--- src/rtl/spi_csr_pkg.sv ---
package spi_csr_pkg;
  localparam int ADDR_W = 5;
  localparam int BYTE_W = 8;
  localparam int CTRL_W = 16;

  localparam logic [ADDR_W-1:0] OFS_STAT = 5'h00;
  localparam logic [ADDR_W-1:0] OFS_RX   = 5'h04;
  localparam logic [ADDR_W-1:0] OFS_TX   = 5'h08;
  localparam logic [ADDR_W-1:0] OFS_DIV  = 5'h0C;
  localparam logic [ADDR_W-1:0] OFS_CTRL = 5'h10;

  localparam logic [CTRL_W-1:0] CTRL_WMASK = 16'h1FEF;

  localparam int CB_EN    = 0;
  localparam int CB_TXMOD = 6;
  localparam int CB_ZFILL = 7;
  localparam int CB_OVWR  = 8;
endpackage

--- src/rtl/spi_csr_cfg.sv ---
module spi_csr_cfg #(
  parameter int CTRL_W = 16,
  parameter int DIV_W = 8,
  parameter logic [DIV_W-1:0] DIV_RST = 8'h1B,
  parameter logic [CTRL_W-1:0] WMASK = 16'h1FEF
) (
  input  logic              clk,
  input  logic              rst,
  input  logic              wr_ctrl,
  input  logic              wr_div,
  input  logic [CTRL_W-1:0] wdata,
  output logic [CTRL_W-1:0] ctrl_q,
  output logic [DIV_W-1:0]  div_q
);
  always_ff @(posedge clk) begin
    if (rst) begin
      ctrl_q <= '0;
      div_q  <= DIV_RST;
    end else begin
      if (wr_ctrl) ctrl_q <= wdata & WMASK;
      if (wr_div)  div_q  <= wdata[DIV_W-1:0];
    end
  end

  AST_DIV_HOLD: assert property (@(posedge clk) disable iff (rst)
    !wr_div |=> $stable(div_q));
endmodule

--- src/rtl/spi_csr_rx.sv ---
module spi_csr_rx #(
  parameter int BYTE_W = 8
) (
  input  logic              clk,
  input  logic              rst,
  input  logic              rd_rx,
  input  logic              rx_valid,
  input  logic [BYTE_W-1:0] rx_data,
  input  logic              ovwr_en,
  output logic [BYTE_W-1:0] rx_q,
  output logic              full_q,
  output logic              ovf_q
);
  logic held;
  assign held = full_q && !rd_rx;

  always_ff @(posedge clk) begin
    if (rst) begin
      rx_q   <= '0;
      full_q <= 1'b0;
      ovf_q  <= 1'b0;
    end else begin
      if (rx_valid) begin
        full_q <= 1'b1;
        ovf_q  <= held;
        if (!held || ovwr_en) rx_q <= rx_data;
      end else if (rd_rx) begin
        full_q <= 1'b0;
        ovf_q  <= 1'b0;
      end
    end
  end

  AST_RX_READ_CLEARS: assert property (@(posedge clk) disable iff (rst)
    (rd_rx && !rx_valid) |=> (!full_q && !ovf_q));
  AST_OVF_IMPLIES_FULL: assert property (@(posedge clk) disable iff (rst)
    ovf_q |-> full_q);
  AST_DISCARD_KEEPS: assert property (@(posedge clk) disable iff (rst)
    (rx_valid && full_q && !rd_rx && !ovwr_en) |=> $stable(rx_q));
endmodule

--- src/rtl/spi_csr_tx.sv ---
module spi_csr_tx #(
  parameter int BYTE_W = 8
) (
  input  logic              clk,
  input  logic              rst,
  input  logic              wr_tx,
  input  logic [BYTE_W-1:0] wdata,
  input  logic              load,
  input  logic              zero_fill,
  input  logic              en,
  input  logic              eng_busy,
  output logic [BYTE_W-1:0] tx_byte,
  output logic              pend_q,
  output logic              ufl_q,
  output logic              txf_q
);
  logic [BYTE_W-1:0] hold_q;

  always_ff @(posedge clk) begin
    if (rst) begin
      hold_q  <= '0;
      tx_byte <= '0;
      pend_q  <= 1'b0;
      ufl_q   <= 1'b0;
      txf_q   <= 1'b0;
    end else begin
      if (wr_tx) begin
        hold_q <= wdata;
        pend_q <= 1'b1;
        ufl_q  <= 1'b0;
      end else if (load) begin
        if (pend_q) begin
          tx_byte <= hold_q;
          pend_q  <= 1'b0;
        end else begin
          tx_byte <= zero_fill ? '0 : hold_q;
          ufl_q   <= 1'b1;
        end
      end
      if (wr_tx)                 txf_q <= 1'b0;
      else if (!en && !eng_busy) txf_q <= 1'b0;
      else if (!pend_q || ufl_q) txf_q <= 1'b1;
    end
  end

  AST_TX_WRITE_ARMS: assert property (@(posedge clk) disable iff (rst)
    wr_tx |=> (pend_q && !ufl_q && !txf_q));
  AST_UNDERFLOW_SETS: assert property (@(posedge clk) disable iff (rst)
    (load && !wr_tx && !pend_q) |=> ufl_q);
endmodule

--- src/rtl/spi_csr_top.sv ---
module spi_csr_top
  import spi_csr_pkg::*;
#(
  parameter int AW = ADDR_W,
  parameter int BW = BYTE_W,
  parameter int CW = CTRL_W,
  parameter logic [BW-1:0] DIV_RESET = 8'h1B
) (
  input  logic          clk,
  input  logic          rst,
  input  logic [AW-1:0] bus_addr,
  input  logic          bus_wr,
  input  logic          bus_rd,
  input  logic [CW-1:0] bus_wdata,
  output logic [CW-1:0] bus_rdata,
  input  logic          eng_load,
  input  logic          eng_rx_valid,
  input  logic [BW-1:0] eng_rx_data,
  input  logic          eng_busy,
  output logic [BW-1:0] tx_byte,
  output logic          xfer_start,
  output logic [CW-1:0] cfg_ctrl,
  output logic [BW-1:0] cfg_div,
  output logic          irq
);
  localparam int STAT_PAD = CW - 6;

  logic wr_ctrl, wr_div, wr_tx, rd_rx;
  logic [BW-1:0] rx_q;
  logic full_q, ovf_q, pend_q, ufl_q, txf_q, rxf;
  logic en, txmode;

  assign wr_ctrl = bus_wr && (bus_addr == OFS_CTRL);
  assign wr_div  = bus_wr && (bus_addr == OFS_DIV);
  assign wr_tx   = bus_wr && (bus_addr == OFS_TX);
  assign rd_rx   = bus_rd && (bus_addr == OFS_RX);

  spi_csr_cfg #(.CTRL_W(CW), .DIV_W(BW), .DIV_RST(DIV_RESET), .WMASK(CTRL_WMASK)) u_cfg (
    .clk(clk), .rst(rst), .wr_ctrl(wr_ctrl), .wr_div(wr_div),
    .wdata(bus_wdata), .ctrl_q(cfg_ctrl), .div_q(cfg_div)
  );

  assign en     = cfg_ctrl[CB_EN];
  assign txmode = cfg_ctrl[CB_TXMOD];

  spi_csr_rx #(.BYTE_W(BW)) u_rx (
    .clk(clk), .rst(rst), .rd_rx(rd_rx), .rx_valid(eng_rx_valid),
    .rx_data(eng_rx_data), .ovwr_en(cfg_ctrl[CB_OVWR]),
    .rx_q(rx_q), .full_q(full_q), .ovf_q(ovf_q)
  );

  spi_csr_tx #(.BYTE_W(BW)) u_tx (
    .clk(clk), .rst(rst), .wr_tx(wr_tx), .wdata(bus_wdata[BW-1:0]),
    .load(eng_load), .zero_fill(cfg_ctrl[CB_ZFILL]), .en(en),
    .eng_busy(eng_busy), .tx_byte(tx_byte), .pend_q(pend_q),
    .ufl_q(ufl_q), .txf_q(txf_q)
  );

  assign rxf = full_q || ovf_q;

  always_ff @(posedge clk) begin
    if (rst) begin
      bus_rdata  <= '0;
      xfer_start <= 1'b0;
      irq        <= 1'b0;
    end else begin
      xfer_start <= en && (txmode ? wr_tx : rd_rx);
      irq        <= en && (txmode ? txf_q : rxf);
      if (bus_rd) begin
        case (bus_addr)
          OFS_STAT: bus_rdata <= {{STAT_PAD{1'b0}}, ovf_q, rxf, full_q, ufl_q, txf_q, pend_q};
          OFS_RX:   bus_rdata <= {{(CW-BW){1'b0}}, rx_q};
          OFS_DIV:  bus_rdata <= {{(CW-BW){1'b0}}, cfg_div};
          OFS_CTRL: bus_rdata <= cfg_ctrl;
          default:  bus_rdata <= '0;
        endcase
      end
    end
  end

  AST_START_NEEDS_EN: assert property (@(posedge clk) disable iff (rst)
    xfer_start |-> $past(en));
  AST_IRQ_NEEDS_EN: assert property (@(posedge clk) disable iff (rst)
    irq |-> $past(en));
  AST_IRQ_SOURCE: assert property (@(posedge clk) disable iff (rst)
    (en && txmode && !txf_q) |=> !irq);
endmodule

--- config.mk ---
export PLATFORM = sky130hd
export DESIGN_NAME = spi_csr_top
export DESIGN_NICKNAME = d
export VERILOG_FILES = /design/src/rtl/spi_csr_pkg.sv /design/src/rtl/spi_csr_cfg.sv /design/src/rtl/spi_csr_rx.sv /design/src/rtl/spi_csr_tx.sv /design/src/rtl/spi_csr_top.sv
export SDC_FILE = /design/constraint.sdc
export NUM_CORES = 1
export LEC_CHECK = 0
export BUFFER_PORTS_ARGS = -buffer_cell sky130_fd_sc_hd__buf_2
export CAP_MARGIN = 20
export CORE_ASPECT_RATIO = 0.7
export CORE_MARGIN = 8
export CORE_UTILIZATION = 52
export DETAILED_ROUTE_END_ITERATION = 16
export PLACE_DENSITY = 0.8
export SLEW_MARGIN = 30
export SYNTH_ARGS = -nofsm -noshare
export SYNTH_HDL_FRONTEND = slang
export SYNTH_HIERARCHICAL = 1
export SYNTH_SLANG_ARGS = --single-unit
--- constraint.sdc ---
create_clock -name clk -period 2.4 [get_ports clk]
set_clock_uncertainty 0.15 [all_clocks]
set_input_delay 0.48 -clock clk [delete_from_list [all_inputs] [get_ports clk]]
set_output_delay 0.48 -clock clk [all_outputs]
set_load 0.02 [all_outputs]
==> reports/qor.txt <==
Outcome -> complete, no violations
DRC violations left -> 0
Count of cell types in the netlist -> 40
Syn Area/Cell -> 9.963 sq um
Clock Power Share -> 0.386
CTS resizes -> 0
Setup repair bufs after CTS -> 0
Io pins -> 86
Ys Warns -> 6
Count leader, synth -> dfxtp_1
WL final -> 7604 um
Synth top area cells -> dfxtp_1, mux2i_1, nand2b_1
Number of synthesized flops with an enable pin -> 0
Layout cells sized above 1 -> 0.3220
Worst-Margin Slew -> 0.7473 ns
RSZ-0062 raised after global routing -> false
Placed Cells -> 441
Final Setup Violations -> 0
MaxCap Viol Count -> 0
CP peak stage delay -> 0.40 ns
Clock sink count -> 67
CTS Buf Count -> 9
Synth top area share -> 0.4517
GPL Wtd Cong -> 0.8314
Crit-path slowest cell -> nor4b_2
FF/Latch Area -> 1341 sq um
Switching share of total power -> 0.2682
Grt ovf -> 0
Clock root buffer -> clkbuf_8
Net Sw Power -> 0.5803 mW
Final non-filler cell total -> 457
Worst Setup Path Type -> input pin to flop
CTS tree -> done
Cell Pwr Density -> 607.0 nW/um^2
Worst Setup End Kind -> flop
Final period utilization -> 0.7583
Worst reg2reg endpoint -> u_rx/rx_q[1]$_SDFFE_PP0P_
Initial antenna violation count -> 0
Detailed-router iteration count before antenna repair -> 4
Fillers -> 501
Area of the multi-input gates -> 1451 sq um
Cell taking the most area after synthesis -> dfxtp_1
Int Pwr -> 1.583 mW
Max Freq -> 549.5 MHz
Mapped cell area -> 2969 sq um
Hold Fails Final Rpt -> 0
Input/output buffers -> 78
Vias in the first global route -> 2482
Via-per-instance ratio -> 5.341
Worst-path clk slew -> 0.08 ns
Routed Antenna Nets -> 0
Hold/Removal Path Class -> input pin to flop
Synth Flop Type -> dfxtp_1
Routed WL per cell -> 16.64 um
Crit-path max FO -> 9
Global Route Usage Sum -> 0.1817
Cells after Synth -> 298
Initial Util -> 0.5291
Combinational share of power -> 0.086
# rows -> 23
CTS Buffer Depth -> 2
Ys async rst share -> 0
Seq/Total Area, Yosys -> 0.4517
Critical Path Start Type -> input pin
Clk_lat worst skew -> 0.35 ns
Initial detailed-routing violation count -> 92
H-tree levels -> 3
TNS Setup -> 0 ns
WP data arrival -> 1.95 ns
Delay-heaviest family, CP -> simple AND/OR/NAND/NOR gates
Area grow syn2layout -> 20.06%
Flop pwr share -> 0.528
Core region area -> 5612 sq um
Launching point of the worst reg2reg path -> u_rx/full_q$_SDFFE_PP0P_
Pins Over Slew Limit -> 0
Crit-path cells -> buf_2, nor4b_2, and3b_1, o31a_1, buf_4, mux2i_1
Largest net degree at the start of global routing -> 43
Final min period -> 1.820 ns
First-pass GRT wire length -> 12240 um
Hold Buf Count CTS -> 0
R2r setup slk -> 1.02 ns
Vias -> 2441
CP required -> 2.53 ns
Slew HR -> 0.5018
Post-synth top cells -> dfxtp_1, a21oi_1, mux2i_1, nor2_1, nand2b_1
Hold Path Sink -> u_cfg/ctrl_q[9]$_SDFFE_PP0P_
DIE HEIGHT -> 79.22 um
Max VDD drop -> 0.3925 mV
Crit. Startpoint -> bus_addr[2]
Stages on worst setup path -> 6
Die width -> 106.3 um
Hold path startpoint -> bus_wdata[9]
Ant. Diodes -> 0
Worst hold path cell count -> 3
Die Footprint -> 8422 sq um
Worst path bufs/invs -> 2
Worst R2R Path Depth -> 4
Hpwl dp -> 5390 um
Number of synthesized register bits -> 67
Layout Nets -> 413
Lkg Pwr -> 1.460 nW
-- power by group through the flow --
| stage | sequential [mW] | combinational (mW) | clock, mW |
|---|---|---|---|
| after floorplan | 1.17 | 0.121 | 0 |
| after global placement | 1.17 | 0.181 | 0 |
| after detailed placement | 1.17 | 0.184 | 0 |
| after CTS | 1.14 | 0.185 | 0.847 |
| after global routing | 1.14 | 0.201 | 0.899 |
| final | 1.14 | 0.186 | 0.834 |
-- area by class of cell --
class                   instances  share of cell area
clock buffers                   9             0.03475
well taps                      75             0.02633
clock inverters                 7             0.01509
repair buffers                 89              0.1362
inverters                       4            0.004212
multi-input cells             206              0.4072
flip-flops and latches         67              0.3763
-- registers in the layout, summed over array words and instances, names as in the netlist --
name / cells
u_cfg/ctrl_q: 12
u_tx/hold_q: 8
u_tx/ufl_q: 1
bus_rdata: 16
u_tx/pend_q: 1
u_tx/txf_q: 1
irq: 1
xfer_start: 1
u_rx/rx_q: 8
u_cfg/div_q: 8
u_rx/full_q: 1
u_rx/ovf_q: 1
u_tx/tx_byte: 8
-- kinds of logic (layout without fill, tap and decap cells) --
group | count (synthesis) | count (layout) | share of synthesized area
flops | 67 | 67 | 0.4518
mux | 35 | 35 | 0.1214
simple gates | 104 | 104 | 0.2196
other cells | 1 | 4 | 0.001263
compound gates | 63 | 63 | 0.1429
buf+inv | 28 | 109 | 0.06320
-- tightest hold or removal path: cells and delay by family --
family	cells	cell delay (ns)
buf+inv	1	0.07
mux	1	0.06
simple gates	1	0.07
-- metrics by stage --
stage / power, mW / area (sq um) / setup slack (ns) / utilization / hold WS, ns
6_report: 2.164 / 3565 / 0.5801 / 0.6352 / 0.2096
5_1_grt: 2.244 / 3565 / 0.4801 / 0.6352 / 0.2122
4_1_cts: 2.174 / 3565 / 0.5715 / 0.6352 / 0.2021
3_5_place_dp: 1.352 / 3387 / 0.2486 / 0.6036 / 0.3062
3_3_place_gp: 1.349 / 3387 / 0.3044 / 0.6036 / 0.3019
2_1_floorplan: 1.288 / 2980 / 0.2911 / - / 0.2954
-- cell usage in the layout, fill, tap and decap left out, types with 2 or more instances in the layout --
master / synthesis / routed
clkinv_4: 0 / 2
dfxtp_1: 67 / 67
nor2b_1: 21 / 21
a22o_1: 7 / 7
a21oi_1: 29 / 29
nor3_1: 5 / 5
nand4_1: 9 / 9
buf_4: 9 / 10
mux2i_1: 27 / 27
conb_1: 1 / 4
a211o_1: 4 / 4
a31oi_1: 5 / 5
nand2b_1: 26 / 26
nor2_1: 27 / 27
clkbuf_8: 0 / 9
mux2_2: 8 / 8
clkinvlp_4: 0 / 3
a211oi_1: 7 / 7
a32oi_1: 5 / 5
inv_1: 4 / 4
buf_2: 3 / 78
and3_1: 3 / 3
-- how the worst max path moves through the flow --
| stage | endpoint | slack, ns |
|---|---|---|
| floorplan | u_cfg/ctrl_q[6]$_SDFFE_PP0P_ | 0.29 |
| global placement | u_rx/rx_q[0]$_SDFFE_PP0P_ | 0.30 |
| detailed placement | u_rx/rx_q[7]$_SDFFE_PP0P_ | 0.25 |
| CTS | u_rx/rx_q[1]$_SDFFE_PP0P_ | 0.57 |
| global route | u_rx/rx_q[5]$_SDFFE_PP0P_ | 0.48 |
| finish | u_rx/rx_q[1]$_SDFFE_PP0P_ | 0.58 |
-- metal layers --
layer,track usage,wire length (um)
met4,0.05874,99
met3,0.07680,649
met5,0,0
met2,0.2709,3255
met1,0.2325,3599
No activity file was read; power rests on OpenSTA's default activity.
